## src/rtl/pss_pkg.sv

```systemverilog
package pss_pkg;
   typedef enum logic [1:0] {
      CLS_RESTART = 2'd0,
      CLS_EXT     = 2'd1,
      CLS_SVC     = 2'd2,
      CLS_PGM     = 2'd3
   } pss_cls_e;

   typedef enum logic [2:0] {
      ST_IDLE, ST_WPARM, ST_WMASK, ST_WADDR, ST_RMASK, ST_RADDR, ST_RLAST, ST_DONE
   } pss_state_e;

   localparam logic [2:0] LEN_DEFER     = 3'd1;
   localparam logic [2:0] LEN_DEFER_ADV = 3'd3;

   function automatic logic [2:0] len_of_opcode(input logic [7:0] op);
      case (op[7:6])
         2'b00:   return 3'd2;
         2'b11:   return 3'd6;
         default: return 3'd4;
      endcase
   endfunction
endpackage

```

## src/rtl/pss_old_builder.sv

```systemverilog
module pss_old_builder
   import pss_pkg::*;
#(
   parameter int W     = 64,
   parameter int CC_LO = 44
) (
   input  pss_cls_e       cls,
   input  logic [W-1:0]   mask_in,
   input  logic [W-1:0]   addr_in,
   input  logic [1:0]     cc_in,
   input  logic [2:0]     len_sel,
   input  logic [7:0]     opc,
   input  logic [15:0]    code,
   output logic [W-1:0]   old_mask,
   output logic [W-1:0]   old_addr,
   output logic [W-1:0]   parm_word
);
   localparam int PAD_W = W - 32;

   logic [2:0]  eff_len;
   logic        deferred;
   logic        bump;
   logic [15:0] len_field;

   always_comb begin
      deferred = (len_sel == LEN_DEFER) || (len_sel == LEN_DEFER_ADV);
      eff_len  = deferred ? len_of_opcode(opc) : len_sel;
      bump     = (cls == CLS_SVC) || ((cls == CLS_PGM) && (len_sel == LEN_DEFER_ADV));
      old_mask = mask_in;
      old_mask[CC_LO+1:CC_LO] = cc_in;
      old_addr = bump ? addr_in + W'(eff_len) : addr_in;
      len_field = (cls == CLS_EXT) ? 16'd0 : {13'd0, eff_len};
      parm_word = {len_field, code, {PAD_W{1'b0}}};
   end
endmodule

```

## src/rtl/pss_slot_map.sv

```systemverilog
module pss_slot_map
   import pss_pkg::*;
#(
   parameter int AW          = 12,
   parameter int SAVE_BASE   = 256,
   parameter int SLOT_STRIDE = 64
) (
   input  pss_cls_e    cls,
   input  pss_state_e  state,
   output logic [AW-1:0] addr
);
   localparam int OFS_OLD_MASK = 0;
   localparam int OFS_OLD_ADDR = 8;
   localparam int OFS_NEW_MASK = 16;
   localparam int OFS_NEW_ADDR = 24;
   localparam int OFS_PARM     = 32;

   logic [AW-1:0] base;
   logic [AW-1:0] ofs;

   always_comb begin
      base = AW'(SAVE_BASE) + AW'(SLOT_STRIDE) * AW'(cls);
      case (state)
         ST_WPARM: ofs = AW'(OFS_PARM);
         ST_WMASK: ofs = AW'(OFS_OLD_MASK);
         ST_WADDR: ofs = AW'(OFS_OLD_ADDR);
         ST_RMASK: ofs = AW'(OFS_NEW_MASK);
         ST_RADDR: ofs = AW'(OFS_NEW_ADDR);
         default:  ofs = '0;
      endcase
      addr = base + ofs;
   end
endmodule

```

## src/rtl/pss_byte_lane.sv

```systemverilog
module pss_byte_lane #(
   parameter int W    = 64,
   parameter bit SWAP = 1'b1
) (
   input  logic [W-1:0] din,
   output logic [W-1:0] dout
);
   localparam int NB = W / 8;

   generate
      if (SWAP) begin : g_swap
         for (genvar b = 0; b < NB; b++) begin : g_byte
            assign dout[8*b +: 8] = din[8*(NB-1-b) +: 8];
         end
      end else begin : g_pass
         assign dout = din;
      end
   endgenerate
endmodule

```

## src/rtl/psw_swap_seq.sv

```systemverilog
module psw_swap_seq
   import pss_pkg::*;
#(
   parameter int W           = 64,
   parameter int AW          = 12,
   parameter int SAVE_BASE   = 256,
   parameter int SLOT_STRIDE = 64,
   parameter int CC_LO       = 44,
   parameter int WAIT_BIT    = 49,
   parameter bit LANES_LE    = 1'b1
) (
   input  logic          clk,
   input  logic          rst_n,
   input  logic          start,
   input  logic [1:0]    cls,
   input  logic [63:0]   cur_mask,
   input  logic [63:0]   cur_addr,
   input  logic [1:0]    cur_cc,
   input  logic [2:0]    ilen_sel,
   input  logic [7:0]    opc_byte,
   input  logic [15:0]   int_code,
   output logic          busy,
   output logic          done,
   output logic          mem_req,
   output logic          mem_we,
   output logic [11:0]   mem_addr,
   output logic [63:0]   mem_wdata,
   input  logic [63:0]   mem_rdata,
   output logic [63:0]   psw_mask,
   output logic [63:0]   psw_addr,
   output logic [1:0]    psw_cc,
   output logic          halted
);
   localparam int SLOT_END = SAVE_BASE + 4 * SLOT_STRIDE;

   initial begin
      if (W != 64) $error("psw_swap_seq: W must be 64");
      if (AW != 12) $error("psw_swap_seq: AW must match the 12-bit port");
      if (SLOT_STRIDE < 40) $error("psw_swap_seq: slot too small");
      if (SLOT_END > (1 << AW)) $error("psw_swap_seq: save area exceeds address space");
      if (CC_LO + 1 >= W || WAIT_BIT >= W) $error("psw_swap_seq: bit position out of range");
   end

   pss_state_e    state, state_nx;
   pss_cls_e      cls_q;
   logic [W-1:0]  mask_q, addr_q, new_mask_q;
   logic [1:0]    cc_q;
   logic [2:0]    len_q;
   logic [7:0]    opc_q;
   logic [15:0]   code_q;
   logic          accept;

   logic [W-1:0]  old_mask, old_addr, parm_word;
   logic [W-1:0]  wr_word, rd_word;
   logic [AW-1:0] slot_addr;

   pss_old_builder #(.W(W), .CC_LO(CC_LO)) i_builder (
      .cls      (cls_q),
      .mask_in  (mask_q),
      .addr_in  (addr_q),
      .cc_in    (cc_q),
      .len_sel  (len_q),
      .opc      (opc_q),
      .code     (code_q),
      .old_mask (old_mask),
      .old_addr (old_addr),
      .parm_word(parm_word)
   );

   pss_slot_map #(.AW(AW), .SAVE_BASE(SAVE_BASE), .SLOT_STRIDE(SLOT_STRIDE)) i_slots (
      .cls  (cls_q),
      .state(state),
      .addr (slot_addr)
   );

   pss_byte_lane #(.W(W), .SWAP(LANES_LE)) i_wr_lane (
      .din (wr_word),
      .dout(mem_wdata)
   );

   pss_byte_lane #(.W(W), .SWAP(LANES_LE)) i_rd_lane (
      .din (mem_rdata),
      .dout(rd_word)
   );

   assign accept = (state == ST_IDLE) && start;

   always_comb begin
      state_nx = state;
      case (state)
         ST_IDLE:  if (start) state_nx = (pss_cls_e'(cls) == CLS_RESTART) ? ST_WMASK : ST_WPARM;
         ST_WPARM: state_nx = ST_WMASK;
         ST_WMASK: state_nx = ST_WADDR;
         ST_WADDR: state_nx = ST_RMASK;
         ST_RMASK: state_nx = ST_RADDR;
         ST_RADDR: state_nx = ST_RLAST;
         ST_RLAST: state_nx = ST_DONE;
         default:  state_nx = ST_IDLE;
      endcase
   end

   always_comb begin
      mem_req = (state == ST_WPARM) || (state == ST_WMASK) || (state == ST_WADDR) ||
                (state == ST_RMASK) || (state == ST_RADDR);
      mem_we  = (state == ST_WPARM) || (state == ST_WMASK) || (state == ST_WADDR);
      mem_addr = mem_req ? slot_addr : '0;
      case (state)
         ST_WPARM: wr_word = parm_word;
         ST_WMASK: wr_word = old_mask;
         ST_WADDR: wr_word = old_addr;
         default:  wr_word = '0;
      endcase
   end

   assign busy = (state != ST_IDLE);
   assign done = (state == ST_DONE);

   always_ff @(posedge clk or negedge rst_n) begin
      if (!rst_n) begin
         state  <= ST_IDLE;
         cls_q  <= CLS_RESTART;
         mask_q <= '0;
         addr_q <= '0;
         cc_q   <= '0;
         len_q  <= '0;
         opc_q  <= '0;
         code_q <= '0;
      end else begin
         state <= state_nx;
         if (accept) begin
            cls_q  <= pss_cls_e'(cls);
            mask_q <= cur_mask;
            addr_q <= cur_addr;
            cc_q   <= cur_cc;
            len_q  <= ilen_sel;
            opc_q  <= opc_byte;
            code_q <= int_code;
         end
      end
   end

   always_ff @(posedge clk or negedge rst_n) begin
      if (!rst_n) begin
         new_mask_q <= '0;
         psw_mask   <= '0;
         psw_addr   <= '0;
         psw_cc     <= '0;
         halted     <= 1'b0;
      end else begin
         if (state == ST_RADDR) new_mask_q <= rd_word;
         if (state == ST_RLAST) begin
            psw_mask <= new_mask_q;
            psw_addr <= rd_word;
            psw_cc   <= new_mask_q[CC_LO+1:CC_LO];
            halted   <= new_mask_q[WAIT_BIT];
         end
      end
   end
endmodule

```

## config.mk

```make
export PLATFORM = sky130hd
export DESIGN_NAME = psw_swap_seq
export DESIGN_NICKNAME = d
export VERILOG_FILES = /design/src/rtl/pss_pkg.sv /design/src/rtl/pss_old_builder.sv /design/src/rtl/pss_slot_map.sv /design/src/rtl/pss_byte_lane.sv /design/src/rtl/psw_swap_seq.sv
export SDC_FILE = /design/constraint.sdc
export NUM_CORES = 1
export LEC_CHECK = 0
export BUFFER_PORTS_ARGS = -buffer_cell sky130_fd_sc_hd__buf_2
export CAP_MARGIN = 20
export CORE_ASPECT_RATIO = 0.5
export CORE_MARGIN = 5
export CORE_UTILIZATION = 40
export CTS_BUF_LIST = sky130_fd_sc_hd__clkbuf_4 sky130_fd_sc_hd__clkbuf_8
export CTS_CLUSTER_SIZE = 28
export DETAILED_ROUTE_END_ITERATION = 8
export PLACE_DENSITY = 0.66
export SETUP_SLACK_MARGIN = 0.1
export SYNTH_ARGS = -nofsm -noshare
export SYNTH_HDL_FRONTEND = slang
export SYNTH_SLANG_ARGS = --single-unit
```

## constraint.sdc

```tcl
create_clock -name clk -period 5.25 [get_ports clk]
set_input_delay 1.05 -clock clk [delete_from_list [all_inputs] [get_ports clk]]
set_output_delay 1.05 -clock clk [all_outputs]
set_load 0.01 [all_outputs]
```

==> results.txt <==
----------------------------------------------------
[STA]
  Minimum clock period ... between 4 and 5 ns
  Total of endpoints with negative setup slack in the final report ... 0
  Max Transition Viols Final ... 0
  Final worst clock skew ... 0.0193 ns
  Remaining max-slew budget at the tightest pin ... 37.4%
  Final hold viol count ... 0
  RSZ-0062 raised after global routing ... false
  Achievable Freq ... 212 MHz
  Final Worst Setup Slack ... 0.530 ns
  Worst Tran Pin Value ... ~0.94 ns
  Final cycle utilization of the critical path ... 89.9%
  Sum Neg Setup Slack ... 0 ns

[Global route]
  Global-route wire length before repair ... 63700 um
  Met2 demand-to-capacity share in global routing ... between 30% and 40%
  Vias in the first global route ... 11100
  Pin count of the biggest net entering global routing ... about 130
  Fraction of met3 tracks used by global routing ... 3.74%
  Met1 GRT Util ... 23.0%
  Overall overflow remaining after global route ... 0
  Initial antenna violation count ... 8
  Global route hottest layer ... met2
  GRT Total Usage ... 18.9%

[Clock network]
  Total number of clock tree sinks ... 346
  # H-tree levels ... 2
  Clock latency of the later-clocked register in the worst-skew pair ... approximately 0.6 ns
  TritonCTS clock tree ... done
  Max Buffers Root-to-Sink ... 3
  Hold-fix buffers, CTS ... 0
  Inserted Clock Buffers ... 52
  Clock-pin slew on the worst setup and hold paths ... 0.07 ns
  Root Buffer Master ... clkbuf_8

[Cells and area]
  # nets final ... 1819
  Area growth from synthesis to layout ... 24.7%
  Filler Cell Count ... 3433
  Final core utilization ... 50.7%
  Cell area after layout ... 19000 sq um
  Proportion of layout cells with a drive suffix above 1 ... 54.0%

[Synth]
  Most numerous cell in the Yosys netlist ... dfrtp_1
  Adder-Cell Fraction of Synth Area ... 0.459%
  List of most frequent post-synthesis cells ... dfrtp_1, mux2_2, nand2_1, o21ai_0
  Share of flip-flops with an asynchronous set or reset after synthesis ... 100%
  Synthesized area divided by synthesized cell count ... 13.1 sq um
  Number of unique standard cell types used by synthesis ... 51
  Count of warnings emitted by yosys ... 0
  Top flip-flop cell by instance count after synthesis ... dfrtp_1
  Seq/Total Area, Yosys ... 56.8%
  Instance count of the mapped netlist ... 1166
  Number of enable flip-flop cells after synthesis ... 0
  Simple-Gate Fraction of Synth Area ... between 7 and 8%
  Dominant cells by area after synthesis ... dfrtp_1, mux2_2, xnor2_1, o21ai_0, nand2_1
  Top-area cell type share of the netlist area ... 56.8%
  Post-synthesis compound-gate area fraction ... 4.25%
  Most area-hungry cell type in the Yosys netlist ... dfrtp_1
  Xor and xnor fraction of the mapped netlist area ... 3.39%
  Multiplexer area fraction after synthesis ... 24.6%
  Largest family of logic cells by synthesized area ... multiplexers
  Netlist area before placement ... about 15000 sq um
  Yosys reg bits ... 346

[Pwr]
  Clock share of power ... between 20% and 30%
  Switching share of power ... 35.4%
  Part of the total power dissipated in combinational logic ... 39.3%
  Worst-case vdd ir drop ... approximately 0.32 mV
  Share of power burned in registers ... 40.7%
  Power consumption ... roughly 0.012 W
  Internal power component ... 0.00785 W
  Cell area power density ... 639 nW/um^2
  Sw power ... 0.00431 W
  Leakage power of the design ... 8.58 nW

[Route]
  Total number of vias ... 10700
  Vias per cell ... 5.03
  Initial DRC count ... between 500 and 600
  Iteration count of the initial detailed-routing pass ... 5
  Number of DRC violations after detailed routing ... 0
  Routed wire per std cell ... 19.3 um
  Antenna violation net count after detailed routing ... 0
  Post-detailed-routing wire length ... 41100 um

[Placed design]
  Hpwl dp ... approximately 30000 um
  Worst setup slack after placement ... 0.933 ns
  Count of input and output buffers ... 422
  Final weighted congestion in routability-driven placement ... 0.827
  Placed cell area ... 17800 sq um

[Setup path]
  CP required ... 4.20 ns
  Worst Setup Path Type ... register to primary output
  Critical Path Source Type ... register
  Critical path startpoint ... opc_q[6]
  Kind of end point of the critical path ... primary output
  Maximum fanout along the worst path ... 8
  Data arrival time of the critical path ... 3.67 ns
  R2R cell count ... 4
  R2R Path Start ... state[2]

[Die]
  Area of the die ... 42400 sq um
  Core Region ... between 30000 and 40000 sq um
  Die Span X ... 286 um
  Number of placement rows ... 50
  I/O pin total ... between 400 and 500
  Y dimension of the die ... 148 um
  Initial cell density of the core ... 40.6%

[Worst hold path]
  Worst min-delay path class ... input pin to asynchronous set/reset pin

[Status]
  Outcome ... finished clean

[Run]
  Number of maximum-capacitance violations ... 0

----------------------------------------------------
path summary, 6_finish.rpt:
check / endpoint / slack (ns)
worst max-delay path: mem_wdata[21] / 0.53
worst max register to register: addr_q[41] / 2.86
min in group clk: psw_mask[23] / 0.50
worst min register to register: psw_mask[23] / 0.50
worst min-delay path: psw_addr[50] / 0.42
max in group asynchronous: psw_addr[18] / 3.67
power groups by stage:
stage / sequential, W / combinational, W / clock (W)
detailed placement: 0.00499 / 0.00486 / 0
global placement: 0.00493 / 0.00478 / 0
global route: 0.00515 / 0.00521 / 0.00263
finish: 0.00495 / 0.00478 / 0.00243
floorplan: 0.00502 / 0.00297 / 0
CTS: 0.00495 / 0.00487 / 0.00250
worst max-delay path: stages (launching register included):
cell and delay (ns):
dfrtp_1 0.36, inv_1 0.07, ha_1 0.14, inv_1 0.03, a21o_1 0.19, ha_1 0.34
nand3_1 0.14, a221oi_4 0.56, nand2_1 0.42, nor4_2 0.39, xnor2_1 0.19, o21ai_1 0.08
buf_2 0.17
metrics by stage:
stage | hold WS [ns] | cells
2_1_floorplan | 0.475 | 1171
3_3_place_gp | 0.480 | 2028
3_5_place_dp | 0.486 | 2028
4_1_cts | 0.390 | 2121
5_1_grt | 0.415 | 2129
6_report | 0.421 | 2130
area by class of cell:
| type | instances | area (sq um) | area share (%) |
|---|---|---|---|
| Clock buffer | 84 | 1030 | 5.42 |
| Clock inverter | 9 | 110 | 0.579 |
| Tap cell | 494 | 618 | 3.25 |
| Timing Repair Buffer | 433 | 2270 | 11.9 |
| Sequential cell | 346 | 8660 | 45.5 |
| Multi-Input combinational cell | 739 | 6250 | 32.9 |
| Antenna cell | 9 | 22.5 | 0.118 |
| Inverter | 16 | 60.1 | 0.316 |
state kept, by name (all words and copies together) (netlist names):
signal / count
psw_mask: 64
psw_addr: 64
mask_q: 62
cls_q: 2
len_q: 3
new_mask_q: 64
code_q: 16
addr_q: 64
cc_q: 2
state: 3
opc_q: 2
cell usage in the layout, fill, tap and decap left out, types with 7 or more instances in the layout:
cell type	instances
a22oi_1	16
buf_2	421
clkbuf_4	20
clkbuf_8	64
dfrtp_1	346
diode_2	9
inv_1	16
mux2_2	331
nand2_1	86
nand3_1	24
nand4_1	19
nor2_1	32
nor3_1	12
nor4_1	7
o21ai_0	65
o21ai_1	8
xnor2_1	44
xor2_1	15
cell families after synthesis:
logic type,after synthesis
AO/OA/AOI/OAI,108
flip-flops,346
AND/OR/NAND/NOR,227
multiplexers,334
other,1
adder cells (fa/ha/maj),5
XOR/XNOR,59
buffers and inverters,86
metal layers:
metal | wire (um) | vias to the layer above | share of wire [%]
li1 | - | 4998 | -
met1 | 16300 | 5409 | 40
met2 | 22200 | 238 | 54
met3 | 1780 | 61 | 4.3
met4 | 880 | 0 | 2.1
met5 | 0 | - | 0
repair_timing:
action | CTS | global route
setup endpoints to repair | 0 | 15
resized for setup | 0 | 2
buffers inserted | 0 | 0
No activity file was read; power rests on OpenSTA's default activity.
